**config.mk**
```make
export PLATFORM = sky130hd
export DESIGN_NAME = fpid_access_gate
export DESIGN_NICKNAME = d
export VERILOG_FILES = /design/src/rtl/fpid_pkg.sv /design/src/rtl/fpid_id_word.sv /design/src/rtl/fpid_rule_chain.sv /design/src/rtl/fpid_access_gate.sv
export SDC_FILE = /design/constraint.sdc
export NUM_CORES = 1
export LEC_CHECK = 0
export ABC_AREA = 1
export BUFFER_PORTS_ARGS = -buffer_cell sky130_fd_sc_hd__buf_2
export CAP_MARGIN = 20
export CORE_MARGIN = 10
export CORE_UTILIZATION = 42
export CTS_BUF_LIST = sky130_fd_sc_hd__clkbuf_8
export CTS_CLUSTER_SIZE = 28
export DETAILED_ROUTE_END_ITERATION = 8
export PLACE_DENSITY = 0.82
export RECOVER_POWER = 50
export SYNTH_ARGS = -nofsm -noshare
export SYNTH_HDL_FRONTEND = slang
export SYNTH_SLANG_ARGS = --single-unit
```
**constraint.sdc**
```tcl
create_clock -name clk -period 1.1 [get_ports clk]
set_input_delay 0.055 -clock clk [delete_from_list [all_inputs] [get_ports clk]]
set_output_delay 0.055 -clock clk [all_outputs]
set_load 0.05 [all_outputs]
```
**src/rtl/fpid_pkg.sv**
```systemverilog
package fpid_pkg;
  localparam int CODE_W = 6;
  localparam int WORD_W = 32;

  typedef enum logic [2:0] {
    OUT_DONE  = 3'd0,
    OUT_UNDEF = 3'd1,
    OUT_TRAP2 = 3'd2,
    OUT_TRAP3 = 3'd3,
    OUT_HYP   = 3'd4
  } fpid_outcome_e;

  localparam logic [CODE_W-1:0] CODE_FP_USE = 6'h07;
  localparam logic [CODE_W-1:0] CODE_ID_GRP = 6'h08;
  localparam logic [CODE_W-1:0] CODE_HYP_L2 = 6'h00;

  function automatic logic [WORD_W-1:0] pack_id_word(
    input logic [7:0] impl, input logic [6:0] sub,
    input logic [7:0] part, input logic [3:0] variant, input logic [3:0] rev);
    return {impl, 1'b0, sub, part, variant, rev};
  endfunction

  function automatic logic subarch_ok(input logic [6:0] sub);
    return (sub == 7'h03) || (sub == 7'h04);
  endfunction
endpackage

```
**src/rtl/fpid_id_word.sv**
```systemverilog
module fpid_id_word
  import fpid_pkg::*;
#(
  parameter logic [7:0] IMPLEMENTER = 8'h5A,
  parameter logic [6:0] SUBARCH     = 7'h03,
  parameter logic [7:0] PART        = 8'h30,
  parameter logic [3:0] VARIANT     = 4'h1,
  parameter logic [3:0] REVISION    = 4'h2
) (
  output logic [WORD_W-1:0] id_word
);
  // Only the two hardware-complete subarchitectures are legal
  if (!subarch_ok(SUBARCH)) begin : g_bad_subarch
    $error("assert_subarch_legal_R13: SUBARCH %0h not allowed", SUBARCH);
  end

  assign id_word = pack_id_word(IMPLEMENTER, SUBARCH, PART, VARIANT, REVISION);
endmodule

```
**src/rtl/fpid_rule_chain.sv**
```systemverilog
module fpid_rule_chain
  import fpid_pkg::*;
(
  input  logic [1:0]        el,
  input  logic              el2_enabled,
  input  logic              el2_is_64,
  input  logic              el2_host,
  input  logic              el3_present,
  input  logic              el3_is_64,
  input  logic              ns_flag,
  input  logic              ns_cp10_en,
  input  logic [1:0]        cp10_access,
  input  logic              el2_fp_trap,
  input  logic              el3_fp_trap,
  input  logic              host_fp_en_lo,
  input  logic              hyp_cp10_trap,
  input  logic              id_trap,
  input  logic              dbg_undef_early,
  input  logic              dbg_undef_late,
  output fpid_outcome_e     outcome,
  output logic [CODE_W-1:0] code
);
  // Named condition wires, one per rule of the chain
  logic el2_a64, el2_a32, el3_a64, el3_a32, in_host;
  logic ns_block, cp_off, early_undef, host_fp_off, hyp_cond;
  logic el1_tfp2, el3_final;

  assign el2_a64     = el2_enabled & el2_is_64;
  assign el2_a32     = el2_enabled & ~el2_is_64;
  assign el3_a64     = el3_present & el3_is_64;
  assign el3_a32     = el3_present & ~el3_is_64;
  assign in_host     = el2_a64 & el2_host;
  assign ns_block    = el3_a32 & ns_flag & ~ns_cp10_en;
  assign cp_off      = (cp10_access == 2'b00);
  assign early_undef = el3_a64 & el3_fp_trap & dbg_undef_early;
  assign host_fp_off = in_host & ~host_fp_en_lo;
  assign hyp_cond    = el2_a32 & (ns_block | hyp_cp10_trap);
  assign el1_tfp2    = el2_a64 & ~el2_host & el2_fp_trap;
  assign el3_final   = el3_a64 & el3_fp_trap;

  always_comb begin
    outcome = OUT_DONE;
    code    = '0;
    unique case (el)
      2'd0: outcome = OUT_UNDEF;
      2'd1: begin
        if (early_undef)                 outcome = OUT_UNDEF;
        else if (ns_block || cp_off)     outcome = OUT_UNDEF;
        else if (el1_tfp2 || host_fp_off) begin
          outcome = OUT_TRAP2; code = CODE_FP_USE;
        end else if (hyp_cond) begin
          outcome = OUT_HYP;   code = CODE_ID_GRP;
        end else if (el2_a64 && id_trap) begin
          outcome = OUT_TRAP2; code = CODE_ID_GRP;
        end else if (el2_a32 && id_trap) begin
          outcome = OUT_HYP;   code = CODE_ID_GRP;
        end else if (el3_final) begin
          if (dbg_undef_late) outcome = OUT_UNDEF;
          else begin outcome = OUT_TRAP3; code = CODE_FP_USE; end
        end
      end
      2'd2: begin
        if (early_undef)                 outcome = OUT_UNDEF;
        else if (host_fp_off) begin
          outcome = OUT_TRAP2; code = CODE_FP_USE;
        end else if (hyp_cond) begin
          outcome = OUT_HYP;   code = CODE_HYP_L2;
        end else if (el3_final) begin
          if (dbg_undef_late) outcome = OUT_UNDEF;
          else begin outcome = OUT_TRAP3; code = CODE_FP_USE; end
        end
      end
      default: begin
        if (cp_off) outcome = OUT_UNDEF;
      end
    endcase
  end
endmodule

```
**src/rtl/fpid_access_gate.sv**
```systemverilog
module fpid_access_gate
  import fpid_pkg::*;
#(
  parameter logic [7:0] IMPLEMENTER = 8'h5A,
  parameter logic [6:0] SUBARCH     = 7'h03,
  parameter logic [7:0] PART        = 8'h30,
  parameter logic [3:0] VARIANT     = 4'h1,
  parameter logic [3:0] REVISION    = 4'h2
) (
  input  logic        clk,
  input  logic        rst_n,
  input  logic        req_valid,
  input  logic        req_write,
  input  logic [1:0]  req_el,
  input  logic        el2_enabled,
  input  logic        el2_is_64,
  input  logic        el2_host,
  input  logic        el3_present,
  input  logic        el3_is_64,
  input  logic        ns_flag,
  input  logic        ns_cp10_en,
  input  logic [1:0]  cp10_access,
  input  logic        el2_fp_trap,
  input  logic        el3_fp_trap,
  input  logic        host_fp_en_lo,
  input  logic        hyp_cp10_trap,
  input  logic        id_trap,
  input  logic        dbg_undef_early,
  input  logic        dbg_undef_late,
  output logic        rsp_valid,
  output logic        rsp_done,
  output logic        rsp_undef,
  output logic        rsp_trap_el2,
  output logic        rsp_trap_el3,
  output logic        rsp_trap_hyp,
  output logic [5:0]  rsp_code,
  output logic [31:0] rsp_rdata
);
  fpid_outcome_e     dec_outcome;
  logic [CODE_W-1:0] dec_code;
  logic [WORD_W-1:0] id_word;
  logic              dec_read_ok;
  logic [1:0]        q_el;
  logic              q_write;

  fpid_id_word #(
    .IMPLEMENTER(IMPLEMENTER), .SUBARCH(SUBARCH), .PART(PART),
    .VARIANT(VARIANT), .REVISION(REVISION)
  ) u_word (
    .id_word(id_word)
  );

  fpid_rule_chain u_chain (
    .el(req_el), .el2_enabled(el2_enabled), .el2_is_64(el2_is_64),
    .el2_host(el2_host), .el3_present(el3_present), .el3_is_64(el3_is_64),
    .ns_flag(ns_flag), .ns_cp10_en(ns_cp10_en), .cp10_access(cp10_access),
    .el2_fp_trap(el2_fp_trap), .el3_fp_trap(el3_fp_trap),
    .host_fp_en_lo(host_fp_en_lo), .hyp_cp10_trap(hyp_cp10_trap),
    .id_trap(id_trap), .dbg_undef_early(dbg_undef_early),
    .dbg_undef_late(dbg_undef_late), .outcome(dec_outcome), .code(dec_code)
  );

  assign dec_read_ok = (dec_outcome == OUT_DONE) && !req_write;

  always_ff @(posedge clk) begin
    if (!rst_n) begin
      rsp_valid    <= 1'b0;
      rsp_done     <= 1'b0;
      rsp_undef    <= 1'b0;
      rsp_trap_el2 <= 1'b0;
      rsp_trap_el3 <= 1'b0;
      rsp_trap_hyp <= 1'b0;
      rsp_code     <= '0;
      rsp_rdata    <= '0;
      q_el         <= '0;
      q_write      <= 1'b0;
    end else begin
      rsp_valid    <= req_valid;
      rsp_done     <= req_valid && (dec_outcome == OUT_DONE);
      rsp_undef    <= req_valid && (dec_outcome == OUT_UNDEF);
      rsp_trap_el2 <= req_valid && (dec_outcome == OUT_TRAP2);
      rsp_trap_el3 <= req_valid && (dec_outcome == OUT_TRAP3);
      rsp_trap_hyp <= req_valid && (dec_outcome == OUT_HYP);
      rsp_code     <= req_valid ? dec_code : '0;
      rsp_rdata    <= (req_valid && dec_read_ok) ? id_word : '0;
      q_el         <= req_valid ? req_el : 2'd0;
      q_write      <= req_valid && req_write;
    end
  end

  assert_rsp_follows_req_R1: assert property (@(posedge clk) disable iff (!rst_n)
    req_valid |=> rsp_valid);
  assert_no_spurious_rsp_R1: assert property (@(posedge clk) disable iff (!rst_n)
    !req_valid |=> !rsp_valid);
  assert_one_outcome_R2: assert property (@(posedge clk) disable iff (!rst_n)
    rsp_valid |-> $onehot({rsp_done, rsp_undef, rsp_trap_el2, rsp_trap_el3, rsp_trap_hyp}));
  assert_quiet_idle_R2: assert property (@(posedge clk) disable iff (!rst_n)
    !rsp_valid |-> ({rsp_done, rsp_undef, rsp_trap_el2, rsp_trap_el3, rsp_trap_hyp} == 5'b0
                    && rsp_code == '0 && rsp_rdata == '0));
  assert_el0_undef_R3: assert property (@(posedge clk) disable iff (!rst_n)
    (rsp_valid && q_el == 2'd0) |-> rsp_undef);
  assert_hyp_code_R7: assert property (@(posedge clk) disable iff (!rst_n)
    rsp_trap_hyp |-> ((q_el == 2'd2 && rsp_code == 6'h00) ||
                      (q_el == 2'd1 && rsp_code == 6'h08)));
  assert_el3_no_trap_R10: assert property (@(posedge clk) disable iff (!rst_n)
    (rsp_valid && q_el == 2'd3) |-> !(rsp_trap_el2 || rsp_trap_el3 || rsp_trap_hyp));
  assert_rdata_gate_R11: assert property (@(posedge clk) disable iff (!rst_n)
    (rsp_valid && !rsp_done) |-> (rsp_rdata == '0));
  assert_write_no_data_R12: assert property (@(posedge clk) disable iff (!rst_n)
    (rsp_valid && q_write) |-> (rsp_rdata == '0));
endmodule

```
Word-level counts from Yosys, hierarchy flattened
Cells that the tools add are included.
- register bits after elaboration: 44
- input port bits: 22
- output and inout bits: 44
- logic and storage cells: 75
- equal/unequal tests: 6
- multiplexer cells: 26
- bitwise operators: 19
- reduce and logical (&&, ||, !) cells: 16
- operator list (kind ; number):
    6-bit two-way mux ; 9
    3-bit two-way mux ; 12
    31-bit two-way mux ; 1
    1-bit AND ; 13
    6-bit one-hot mux with 2 select lines ; 1
    1-bit logical AND ; 9
    3-bit one-hot mux with 3 select lines ; 1
    3-bit by 2-bit == test with 1-bit output (second input constant) ; 2
    1-bit NOT ; 5
    2-bit logical NOT ; 2
    3-bit by 1-bit == test with 1-bit output (second input constant) ; 1
    3-bit == test (second input constant) ; 1
    3-bit logical NOT ; 1
    2-bit by 1-bit == test with 1-bit output (second input constant) ; 1
    2-bit == test (second input constant) ; 1
    1-bit logical OR ; 2
    2-bit two-way mux ; 1
    2-bit AND reduction ; 1
    1-bit logical NOT ; 1
    1-bit two-way mux ; 1
    1-bit bitwise OR ; 1

Depth between registers and ports, before layout
- depth in word-level cells: 15
- gate-level depth with buffers: 12
- mapped depth without buffers: 12

Modules after synthesis
From an unflattened synthesis, not the netlist that was laid out.
- cell total of the unflattened synthesis: 249
- area, all modules: 2063.2 µm²
- by module, submodules not included (module ; times used ; cells an instance ; area an instance (µm²) ; seq. area each (µm²)):
    fpid_access_gate ; 1 ; 139 ; 1376.3 ; 880.8
    fpid_rule_chain ; 1 ; 76 ; 439.2 ; 0.0
    fpid_id_word ; 1 ; 34 ; 247.7 ; 0.0

Least setup slack after synthesis
Ideal clock, no wire load.
- kind: flip-flop to output port
- start point: register rsp_rdata[28] (netlist name)
- end point: output port rsp_rdata[12]
- data arrival time: 1.051 ns
- required time: 1.045 ns
- slack: -0.006 ns
- cell stages (with the launch flop): 2
- path buffers: 1
- cells stage by stage: dfxtp_1 > buf_4
- RTL lines (what ; RTL line ; RTL):
    end, declared ; fpid_access_gate.sv:37 ; output logic [31:0] rsp_rdata

Worst setup path after layout
- start point: input port el2_enabled
- end point: register rsp_done
- cells in the longest elaborated chain, start to end: 11
- elaborated cells on any way between the ends: 22
- classes of those cells: mux (10); bitwise (7); reduce/logical (5)
- RTL lines (what ; RTL line ; RTL):
    start, declared ; fpid_access_gate.sv:15 ; input logic el2_enabled,
    1-bit AND ; fpid_rule_chain.sv:29 ; assign el2_a32 = el2_enabled & ~el2_is_64;
    1-bit logical AND ; fpid_rule_chain.sv:55 ; end else if (el2_a32 && id_trap) begin
    3-bit two-way mux ; fpid_rule_chain.sv:55 ;
    3-bit two-way mux ; fpid_rule_chain.sv:53 ; end else if (el2_a64 && id_trap) begin
    3-bit two-way mux ; fpid_rule_chain.sv:51 ; end else if (hyp_cond) begin
    3-bit two-way mux ; fpid_rule_chain.sv:49 ; else if (el1_tfp2 || host_fp_off) begin
    3-bit two-way mux ; fpid_rule_chain.sv:48 ; else if (ns_block || cp_off) outcome = OUT_UNDEF;
    3-bit two-way mux ; fpid_rule_chain.sv:47 ; if (early_undef) outcome = OUT_UNDEF;
    3-bit one-hot mux with 3 select lines * ; fpid_rule_chain.sv:44 ; unique case (el)
    3-bit logical NOT * ; fpid_access_gate.sv:79 ; rsp_done <= req_valid && (dec_outcome == OUT_DONE);
    1-bit logical AND * ; fpid_access_gate.sv:79 ;
    end signal, assigned ; fpid_access_gate.sv:79 ;
    end, declared ; fpid_access_gate.sv:31 ; output logic rsp_done,
Every way passes the cells marked *; elsewhere a longest branch is shown, timed or not.
A chain may end at the register's enable or synchronous reset.

==> results.toml <==
[floorplan]
initial_core_util_pct = 45.53
rows = 16
io_pins = 66
die_h_um = 67.05
die_w_um = 67.05
coreArea_um2 = 2042
dieArea_um2 = 4495

[finish]
seqCellArea_um2 = 181.4
nets = 205
final_area_um2 = 1087
syn2layout_area_growth_pct = 16.96
utilization_pct = 53.25
antenna_cells = 0
fill_cells = 229
layout-drive-gt1-share_pct = 39.89
multi_input_area_um2 = 499.2

[timing]
fin_crit_ns = 0.9625
setup-violations-final = 0
slew_viol_final = 0
setup_ws_ns = 0.1375
fin_crit_sh_pct = 87.50
hold_viol_final = 0
fin_setup_tns_ns = 0
rsz0062_at_grt = "no"
fmax_mhz = 1039

[synth]
yosys_warnings = 0
synth_area_leader_cell = "buf_4"
netlist_top_cells_area = "buf_4 (28%), dfxtp_1 (19%), nand2_1 (10%)"
yosys_register_bits = 9
synthFlopType = "dfxtp_1"
ys_seq_area_share_pct = 19.38
yosysMostFrequentCell = "buf_4"
async_flop_share_pct = 0
syn_inst = 139
synth_edf_count = 0
synth.avg_cell_area_um2 = 6.688
synth_cell_types = 20
yosysTopAreaCellShare_pct = 28.26
synth_area_um2 = 929.6
synth_common_cells = "buf_4 (35), nand2_1 (26), inv_1 (17), nor2_1 (12), dfxtp_1 (9)"

[detailed_routing]
ant_nets = 0
wl_um = 2102
via_per_inst = 4.039
via_count = 828
drc = 0
first_iter_violations = 8
wire_per_inst_um = 10.25
first_pass_iters = 4

[clock_network]
numCtsBuffers = 3
clkSinkCount = 9
cts_tree = "built"
cts_buffer_depth = 2
cts_root_buffer = "clkbuf_8"
cts-htree-levels = 1
clkSlewWorstSetupHoldPaths_ns = 0.04

[grt]
grt_max_degree = 11
grt_pass1_wl_um = 3277
antenna_found_initial = 0
grtUsageTotal_pct = 8.802
gr-total-overflow = 0
grt_pass1_vias = 855

[setup_path]
start_kind = "input pin"
path_class = "in2reg"
cp-end-kind = "register"
critPathArrivalTime_ns = 1.08
cp_max_fo = 4
cp.required_ns = 1.22

[pwr]
ir_drop_uv = 570.8
p_per_area_nw_per_um2 = 1086
leakage_nw = 0.6795

[placement]
portBuffers = 41
dpl_worst_slack_ns = -0.06694
gp_congestion = 0.7957
dpl_cell_area_um2 = 1031
dpl.hpwl_um = 1916

[outcome]
status = "completed"

[hold_path]
hp-class = "in2reg"

[flow_run]
maxCapViolations = 0
==> report_power, final <==
part,switching (W),internal [W]
Sequential,0.00000426,0.000337
Clock,0.000111,0.000241
Combinational,0.000387,0.000100
==> worst max-delay path, stage by stage <==
cell     delay, ns
buf_2         0.12
nand2_2       0.09
nor2_4        0.05
nor2_1        0.25
nand3_1       0.13
nand2_1       0.07
nand2_1       0.04
nand2_1       0.07
nand2_2       0.08
nand3_2       0.09
inv_1         0.04
==> final cells by class <==
class,count,share of cell area [%]
sequential,9,16.69
timing repair buffer,47,23.25
inverter,20,6.905
multi-input combinational,98,45.91
clock buffer,3,3.797
clock inverter,1,0.3452
tap,27,3.107
==> sequential cells by signal, indices dropped and copies added (netlist names) <==
register,flops
rsp_valid,1
rsp_undef,1
rsp_trap_hyp,1
rsp_rdata,1
rsp_trap_el3,1
rsp_trap_el2,1
rsp_code,2
rsp_done,1
==> cells in the final DEF (no fill, tap or decap), types with 2 or more instances in the layout <==
cell       n
a21oi_1    3
a21oi_2    2
buf_2     30
buf_4      5
clkbuf_2  11
clkbuf_8   3
conb_1    24
dfxtp_1    8
ha_1       4
inv_1     18
inv_2      3
nand2_1   26
nand2_2    8
nand3_1    6
nand3_2    3
nor2_1    13
nor2_2     3
==> cell families after synthesis <==
| group | after synthesis | share of synthesized area [%] |
|---|---|---|
| buffers and inverters | 55 | 36.34 |
| DFF | 9 | 19.38 |
| adders and majority gates | 4 | 5.384 |
| AOI/OAI and AO/OA | 9 | 6.729 |
| other | 1 | 0.4034 |
| and+or+nand+nor | 61 | 31.76 |
==> final timing paths <==
kind         from   endpoint  depth (start not counted)
max   el2_enabled   rsp_done                         11
min         rst_n  rsp_valid                          3
==> per-stage QoR <==
| stage | hold WS (ns) | std cells | power (W) |
|---|---|---|---|
| final | 0.1601 | 205 | 0.001181 |
| after CTS | 0.1577 | 205 | 0.001189 |
| after floorplan | 0.1145 | 162 | 0.0008125 |
| after detailed placement | 0.2127 | 200 | 0.0008261 |
| after global routing | 0.1783 | 205 | 0.001246 |
| after global placement | 0.2131 | 200 | 0.0008237 |
==> timing repair <==
action / CTS / global route
buffers inserted: 0 / 0
hold buffers: 1 / 0
gates resized for setup: 0 / 1
setup endpoints to repair: 0 / 1
endpoints found under the hold margin: 1 / 0
==> per-layer routing <==
layer,global-route usage (%),wire length (um),up-vias
met5,0,0,-
met4,3.077,0,0
met3,2.843,299,0
met2,15.76,992,48
met1,9.387,810,343
li1,-,-,437
Power figures use the tool's default switching activity.
